<file path="config.mk">
export PLATFORM = sky130hd
export DESIGN_NAME = usbtx_encoder
export DESIGN_NICKNAME = d
export VERILOG_FILES = /design/src/rtl/usbtx_pkg.sv /design/src/rtl/usbtx_stuff.sv /design/src/rtl/usbtx_line.sv /design/src/rtl/usbtx_seq.sv /design/src/rtl/usbtx_encoder.sv
export SDC_FILE = /design/constraint.sdc
export NUM_CORES = 1
export LEC_CHECK = 0
export ABC_AREA = 1
export CORE_UTILIZATION = 45
export CTS_BUF_LIST = sky130_fd_sc_hd__clkbuf_8
export DETAILED_ROUTE_END_ITERATION = 8
export PLACE_DENSITY = 0.77
export SYNTH_ARGS = -nofsm -noshare
export SYNTH_HDL_FRONTEND = slang
export SYNTH_SLANG_ARGS = --single-unit
</file>
<file path="constraint.sdc">
create_clock -name clk -period 2.1 [get_ports clk]
set_input_delay 0.21 -clock clk [delete_from_list [all_inputs] [get_ports clk]]
set_output_delay 0.21 -clock clk [all_outputs]
set_load 0.005 [all_outputs]
</file>
<file path="src/rtl/usbtx_pkg.sv">
package usbtx_pkg;

  typedef enum logic [2:0] {
    PH_IDLE,
    PH_SYNC,
    PH_DATA,
    PH_TAIL,
    PH_SE0,
    PH_GAP
  } phase_t;

  // Line level after coding one bit: 0 flips, 1 holds.
  function automatic logic nrzi_next(input logic lvl, input logic b);
    return b ? lvl : ~lvl;
  endfunction

  // Wire pair {dp, dm} for a level, or both low when the end marker is on.
  function automatic logic [1:0] line_pair(input logic lvl, input logic se0);
    return se0 ? 2'b00 : {lvl, ~lvl};
  endfunction

endpackage

</file>
<file path="src/rtl/usbtx_stuff.sv">
module usbtx_stuff #(
  parameter int STUFF_RUN = 6
) (
  input  logic clk,
  input  logic rst_n,
  input  logic clear,
  input  logic data_go,
  input  logic data_bit,
  input  logic stuff_go,
  output logic stuff_due
);
  localparam int CW = $clog2(STUFF_RUN + 1);
  localparam logic [CW-1:0] RUN_MAX = CW'(STUFF_RUN);

  logic [CW-1:0] run_q;

  always_ff @(posedge clk) begin
    if (!rst_n) begin
      run_q <= '0;
    end else if (clear || stuff_go) begin
      run_q <= '0;
    end else if (data_go) begin
      run_q <= data_bit ? run_q + 1'b1 : '0;
    end
  end

  assign stuff_due = (run_q == RUN_MAX);

  AST_RUN_BOUND: assert property (@(posedge clk) disable iff (!rst_n)
    run_q <= RUN_MAX);
  AST_NO_DATA_WHEN_DUE: assert property (@(posedge clk) disable iff (!rst_n)
    stuff_due |-> !data_go);

endmodule

</file>
<file path="src/rtl/usbtx_line.sv">
module usbtx_line
  import usbtx_pkg::*;
(
  input  logic clk,
  input  logic rst_n,
  input  logic tick,
  input  logic emit_go,
  input  logic emit_bit,
  input  logic se0_go,
  input  logic j_go,
  output logic dp,
  output logic dm
);
  logic lvl_q;
  logic se0_q;

  always_ff @(posedge clk) begin
    if (!rst_n) begin
      lvl_q <= 1'b1;
      se0_q <= 1'b0;
    end else if (emit_go) begin
      lvl_q <= nrzi_next(lvl_q, emit_bit);
      se0_q <= 1'b0;
    end else if (se0_go) begin
      se0_q <= 1'b1;
    end else if (j_go) begin
      lvl_q <= 1'b1;
      se0_q <= 1'b0;
    end
  end

  assign {dp, dm} = line_pair(lvl_q, se0_q);

  AST_NO_BOTH_HIGH: assert property (@(posedge clk) disable iff (!rst_n)
    !(dp && dm));
  AST_ZERO_FLIPS: assert property (@(posedge clk) disable iff (!rst_n)
    (emit_go && !emit_bit) |=> (dp != $past(dp)));
  AST_ONE_HOLDS: assert property (@(posedge clk) disable iff (!rst_n)
    (emit_go && emit_bit) |=> $stable(dp));
  AST_TICK_ONLY: assert property (@(posedge clk) disable iff (!rst_n)
    !tick |=> ($stable(dp) && $stable(dm)));

endmodule

</file>
<file path="src/rtl/usbtx_seq.sv">
module usbtx_seq
  import usbtx_pkg::*;
#(
  parameter int BYTE_W   = 8,
  parameter int SYNC_LEN = 8
) (
  input  logic              clk,
  input  logic              rst_n,
  input  logic              bit_en,
  input  logic              in_valid,
  input  logic              in_sop,
  input  logic              in_eop,
  input  logic [BYTE_W-1:0] in_data,
  input  logic              stuff_due,
  output logic              in_ready,
  output logic              emit_go,
  output logic              emit_bit,
  output logic              se0_go,
  output logic              j_go,
  output logic              cnt_clear,
  output logic              data_go,
  output logic              stuff_go
);
  localparam int SW = (SYNC_LEN > 1) ? $clog2(SYNC_LEN) : 1;
  localparam int BW = (BYTE_W > 1) ? $clog2(BYTE_W) : 1;
  localparam logic [SW-1:0] SYNC_LAST = SW'(SYNC_LEN - 1);
  localparam logic [BW-1:0] BIT_LAST  = BW'(BYTE_W - 1);

  phase_t        ph_q;
  logic [SW-1:0] sidx_q;
  logic [BW-1:0] bidx_q;
  logic          start_go;
  logic          byte_done;

  assign start_go  = bit_en && (ph_q == PH_IDLE) && in_valid && in_sop;
  assign byte_done = data_go && (bidx_q == BIT_LAST);

  always_comb begin
    emit_go   = 1'b0;
    emit_bit  = 1'b0;
    se0_go    = 1'b0;
    j_go      = 1'b0;
    data_go   = 1'b0;
    stuff_go  = 1'b0;
    cnt_clear = start_go;
    in_ready  = 1'b0;
    if (bit_en) begin
      unique case (ph_q)
        PH_IDLE: begin
          emit_go  = start_go;
          emit_bit = (SYNC_LEN == 1);
        end
        PH_SYNC: begin
          emit_go  = 1'b1;
          emit_bit = (sidx_q == SYNC_LAST);
        end
        PH_DATA: begin
          emit_go = 1'b1;
          if (stuff_due) begin
            stuff_go = 1'b1;
          end else begin
            emit_bit = in_data[bidx_q];
            data_go  = 1'b1;
            in_ready = (bidx_q == BIT_LAST);
          end
        end
        PH_TAIL: begin
          if (stuff_due) begin
            emit_go  = 1'b1;
            stuff_go = 1'b1;
          end else begin
            se0_go = 1'b1;
          end
        end
        PH_SE0: ;
        PH_GAP: j_go = 1'b1;
        default: ;
      endcase
    end
  end

  always_ff @(posedge clk) begin
    if (!rst_n) begin
      ph_q   <= PH_IDLE;
      sidx_q <= '0;
      bidx_q <= '0;
    end else if (bit_en) begin
      unique case (ph_q)
        PH_IDLE: if (start_go) begin
          ph_q   <= (SYNC_LEN == 1) ? PH_DATA : PH_SYNC;
          sidx_q <= SW'(1);
          bidx_q <= '0;
        end
        PH_SYNC: begin
          if (sidx_q == SYNC_LAST) begin
            ph_q   <= PH_DATA;
            bidx_q <= '0;
          end else begin
            sidx_q <= sidx_q + 1'b1;
          end
        end
        PH_DATA: if (data_go) begin
          bidx_q <= (bidx_q == BIT_LAST) ? '0 : bidx_q + 1'b1;
          if (byte_done && in_eop) ph_q <= PH_TAIL;
        end
        PH_TAIL: if (!stuff_due) ph_q <= PH_SE0;
        PH_SE0:  ph_q <= PH_GAP;
        PH_GAP:  ph_q <= PH_IDLE;
        default: ph_q <= PH_IDLE;
      endcase
    end
  end

  AST_NO_READY_ON_STUFF: assert property (@(posedge clk) disable iff (!rst_n)
    (bit_en && stuff_due) |-> !in_ready);
  AST_SYNC_UNSTUFFED: assert property (@(posedge clk) disable iff (!rst_n)
    (ph_q == PH_SYNC) |-> (!stuff_go && !in_ready));
  AST_SE0_SECOND_BIT: assert property (@(posedge clk) disable iff (!rst_n)
    se0_go |=> (ph_q == PH_SE0));
  AST_GAP_AFTER_SE0: assert property (@(posedge clk) disable iff (!rst_n)
    (ph_q == PH_SE0 && bit_en) |=> (ph_q == PH_GAP));

endmodule

</file>
<file path="src/rtl/usbtx_encoder.sv">
module usbtx_encoder
  import usbtx_pkg::*;
#(
  parameter int BYTE_W    = 8,
  parameter int SYNC_LEN  = 8,
  parameter int STUFF_RUN = 6
) (
  input  logic              clk,
  input  logic              rst_n,
  input  logic              bit_en,
  input  logic              in_valid,
  input  logic              in_sop,
  input  logic              in_eop,
  input  logic [BYTE_W-1:0] in_data,
  output logic              in_ready,
  output logic              dp,
  output logic              dm
);
  logic emit_go, emit_bit, se0_go, j_go;
  logic cnt_clear, data_go, stuff_go, stuff_due;

  usbtx_seq #(.BYTE_W(BYTE_W), .SYNC_LEN(SYNC_LEN)) u_seq (
    .clk       (clk),
    .rst_n     (rst_n),
    .bit_en    (bit_en),
    .in_valid  (in_valid),
    .in_sop    (in_sop),
    .in_eop    (in_eop),
    .in_data   (in_data),
    .stuff_due (stuff_due),
    .in_ready  (in_ready),
    .emit_go   (emit_go),
    .emit_bit  (emit_bit),
    .se0_go    (se0_go),
    .j_go      (j_go),
    .cnt_clear (cnt_clear),
    .data_go   (data_go),
    .stuff_go  (stuff_go)
  );

  usbtx_stuff #(.STUFF_RUN(STUFF_RUN)) u_stuff (
    .clk       (clk),
    .rst_n     (rst_n),
    .clear     (cnt_clear),
    .data_go   (data_go),
    .data_bit  (emit_bit),
    .stuff_go  (stuff_go),
    .stuff_due (stuff_due)
  );

  usbtx_line u_line (
    .clk      (clk),
    .rst_n    (rst_n),
    .tick     (bit_en),
    .emit_go  (emit_go),
    .emit_bit (emit_bit),
    .se0_go   (se0_go),
    .j_go     (j_go),
    .dp       (dp),
    .dm       (dm)
  );

  AST_READY_ON_TICK: assert property (@(posedge clk) disable iff (!rst_n)
    in_ready |-> bit_en);

endmodule

</file>
==> summary.txt <==
vias in the first global route = 959
CTS H-tree depth = 1
CTS max path bufs = 2
Max Cap Viol = 0
FFs w/ async S/R, synth = 0
Tcrit/Tclk final = 0.949
# port buffers = 16
first drt pass iteration count = 4
Chip Width = 49.9 µm
Synth top area share = 0.271
Ports = 17
Reg2Reg Depth = 10
largest area contributor in the netlist = dfxtp_1
number of buffers created by CTS = 3
setup_tns = 0 ps
Vias = 1,022
RD Place Congestion = 0.863
Pleak = 0.582 nW
Data arrival, critical path = 1780 ps
multi-input logic area = 631 µm²
Tightest Hold Check Type = register to register
DIE HEIGHT = 49.9 µm
core area = 2060 µm²
area grow syn2layout = 23.4%
critical path endpoint = in_ready
Rel. slew slack = 0.779
Pwr Density = 703 nW/µm²
dpl ws = 284 ps
Yosys cell types = 29
Worst EP required = 1890 ps
GRT Resource Usage Total = 0.203
RR Endpoint = u_seq.bidx_q[0]
Post-synth EDFFs = 0
Post-synth top flop = dfxtp_1
# setup viols final = 0
yosys warns = 0
grt ovf = 0
Peak supply drop = 0.568 mV
layout cells sized above 1 = 0.173
final WL = 2260 µm
flop2flop setup slack = 530 ps
FMAX = 502 MHz
Routed Antenna Nets = 0
DR WL/cell = 11.3 µm
FF+latch count, synth = 14
Starting DRT DRC Count = 26
post-synthesis sequential area ratio = 0.271
crit path max fanout = 6
largest net degree at the start of global routing = 10
CTS tree = yes
# clock sinks = 14
top post-synthesis cells by area = dfxtp_1, nand2_1, nand3_1, inv_1, ha_1
status = finished, final reports clean
Post-Syn Area per Cell = 6.71 µm²
most frequent cell after synthesis = nand2_1
WHS = 478 ps
Slew Limit Fails = 0
Antenna Cells = 0
reg2reg start = u_stuff.run_q[0]
FP Rows = 16
Setup CP Type = register to output pin
Post-DP HPWL = 1750 µm
final worst setup slack = 108 ps
Worst Setup Start Kind = register
Seq. cell area = 282 µm²
Syn Std Cell Area = 1030 µm²
global-route wire length before repair = 3860 µm
FILL cells = 196
Worst Setup SP = u_stuff.run_q[0]
Pwr Total = 0.896 mW
RSZ-0062 raised after global routing = false
Via density = 5.11
initial core utilization = 0.501
minimum clock period after layout = 1990 ps
Clock Skews = 3.94 ps
clock root cell = clkbuf_8
# Post-CTS Setup Buffers = 0
commonest cells in the netlist = nand2_1, inv_1, nand3_1
clock-pin slew on the worst setup and hold paths = 60 ps
Final Hold Vio Count = 0
CP Capture Type = output pin
Die ar. = 2490 µm²
Cells after Synth = 154
drt drc = 0
final net count = 194
clock latency on the worst-skew pair = 250 ps
worst slew pin tran = 330 ps
Post-Syn Nets = 174
initial antenna violation count = 0
==> state kept, by name (all words and copies together) (netlist names) <==
signal and count:
u_seq.bidx_q 3, u_seq.ph_q 3, u_seq.sidx_q 3, u_stuff.run_q 3, u_line.lvl_q 1, u_line.se0_q 1
==> layout by cell type (no fill, tap or decap), types with 3 or more instances in the layout <==
cell             netlist  layout
nor3_1                 3       3
ha_1                   6       6
nor2_1                10      10
o21ai_1                5       5
nand3_1               16      16
dfxtp_1               14      13
nand2_1               35      35
inv_2                  5       6
clkdlybuf4s50_1        0      16
clkbuf_8               0       4
a21oi_1                8       8
nand2_2                6       6
o21ai_0                4       4
inv_1                 21      20
==> worst min-delay path by stage <==
stage                                from               to  slack (ps)  cells past startpoint
after global routing      u_seq.sidx_q[2]  u_seq.sidx_q[2]         500                      2
after global placement    u_seq.sidx_q[0]  u_seq.sidx_q[0]         460                      1
after CTS                 u_seq.sidx_q[2]  u_seq.sidx_q[2]         480                      2
after detailed placement  u_seq.sidx_q[2]  u_seq.sidx_q[2]         470                      2
final                     u_seq.sidx_q[2]  u_seq.sidx_q[2]         480                      2
after floorplan                     rst_n     u_line.lvl_q         410                      2
==> final cells by class <==
type | count | area share
multi-input cells | 111 | 0.495
flip-flops and latches | 14 | 0.221
repair buffers | 17 | 0.132
inverters | 27 | 0.0834
clock buffers | 4 | 0.0432
well taps | 27 | 0.0265
==> layer usage <==
metal	track usage	part of all wire	vias up
met1	0.219	0.43	466
met3	0.0617	0.040	2
li1	-	-	535
met5	0	0	-
met4	0.0286	0.0053	0
met2	0.387	0.52	19
==> stage by stage <==
stage,utilization,area [µm²],cells
finish,0.618,1270,200
global route,0.618,1270,200
global placement,0.591,1220,196
detailed placement,0.591,1220,196
CTS,0.618,1270,200
floorplan,-,1030,154
==> cell families after synthesis <==
group	after synthesis	synth area share
buffers and inverters	29	0.119
AOI/OAI and AO/OA	23	0.127
and+or+nand+nor	82	0.410
adders and majority gates	6	0.0726
DFF	14	0.271
==> power by group <==
part | internal, mW | leakage (nW) | total (mW) | switching, mW
registers | 0.291 | 0.114 | 0.320 | 0.0289
clock network | 0.166 | 0.0288 | 0.271 | 0.105
logic | 0.121 | 0.439 | 0.305 | 0.184
total | 0.578 | 0.582 | 0.896 | 0.318
==> critical path: stages, from the launching register on <==
cell and delay (ps):
dfxtp_2 330, inv_1 60, ha_1 200, nand2_1 90, inv_2 80, nor2_8 110, nand2_4 80, nor2_4 90
clkdlybuf4s50_1 500
==> repair_timing <==
action | 4_1_cts | 5_1_grt
endpoints found under the setup margin | 0 | 1
hold buffers | 0 | 0
gates resized for setup | 0 | 2
Note: power is estimated with default switching activity, not from simulation.
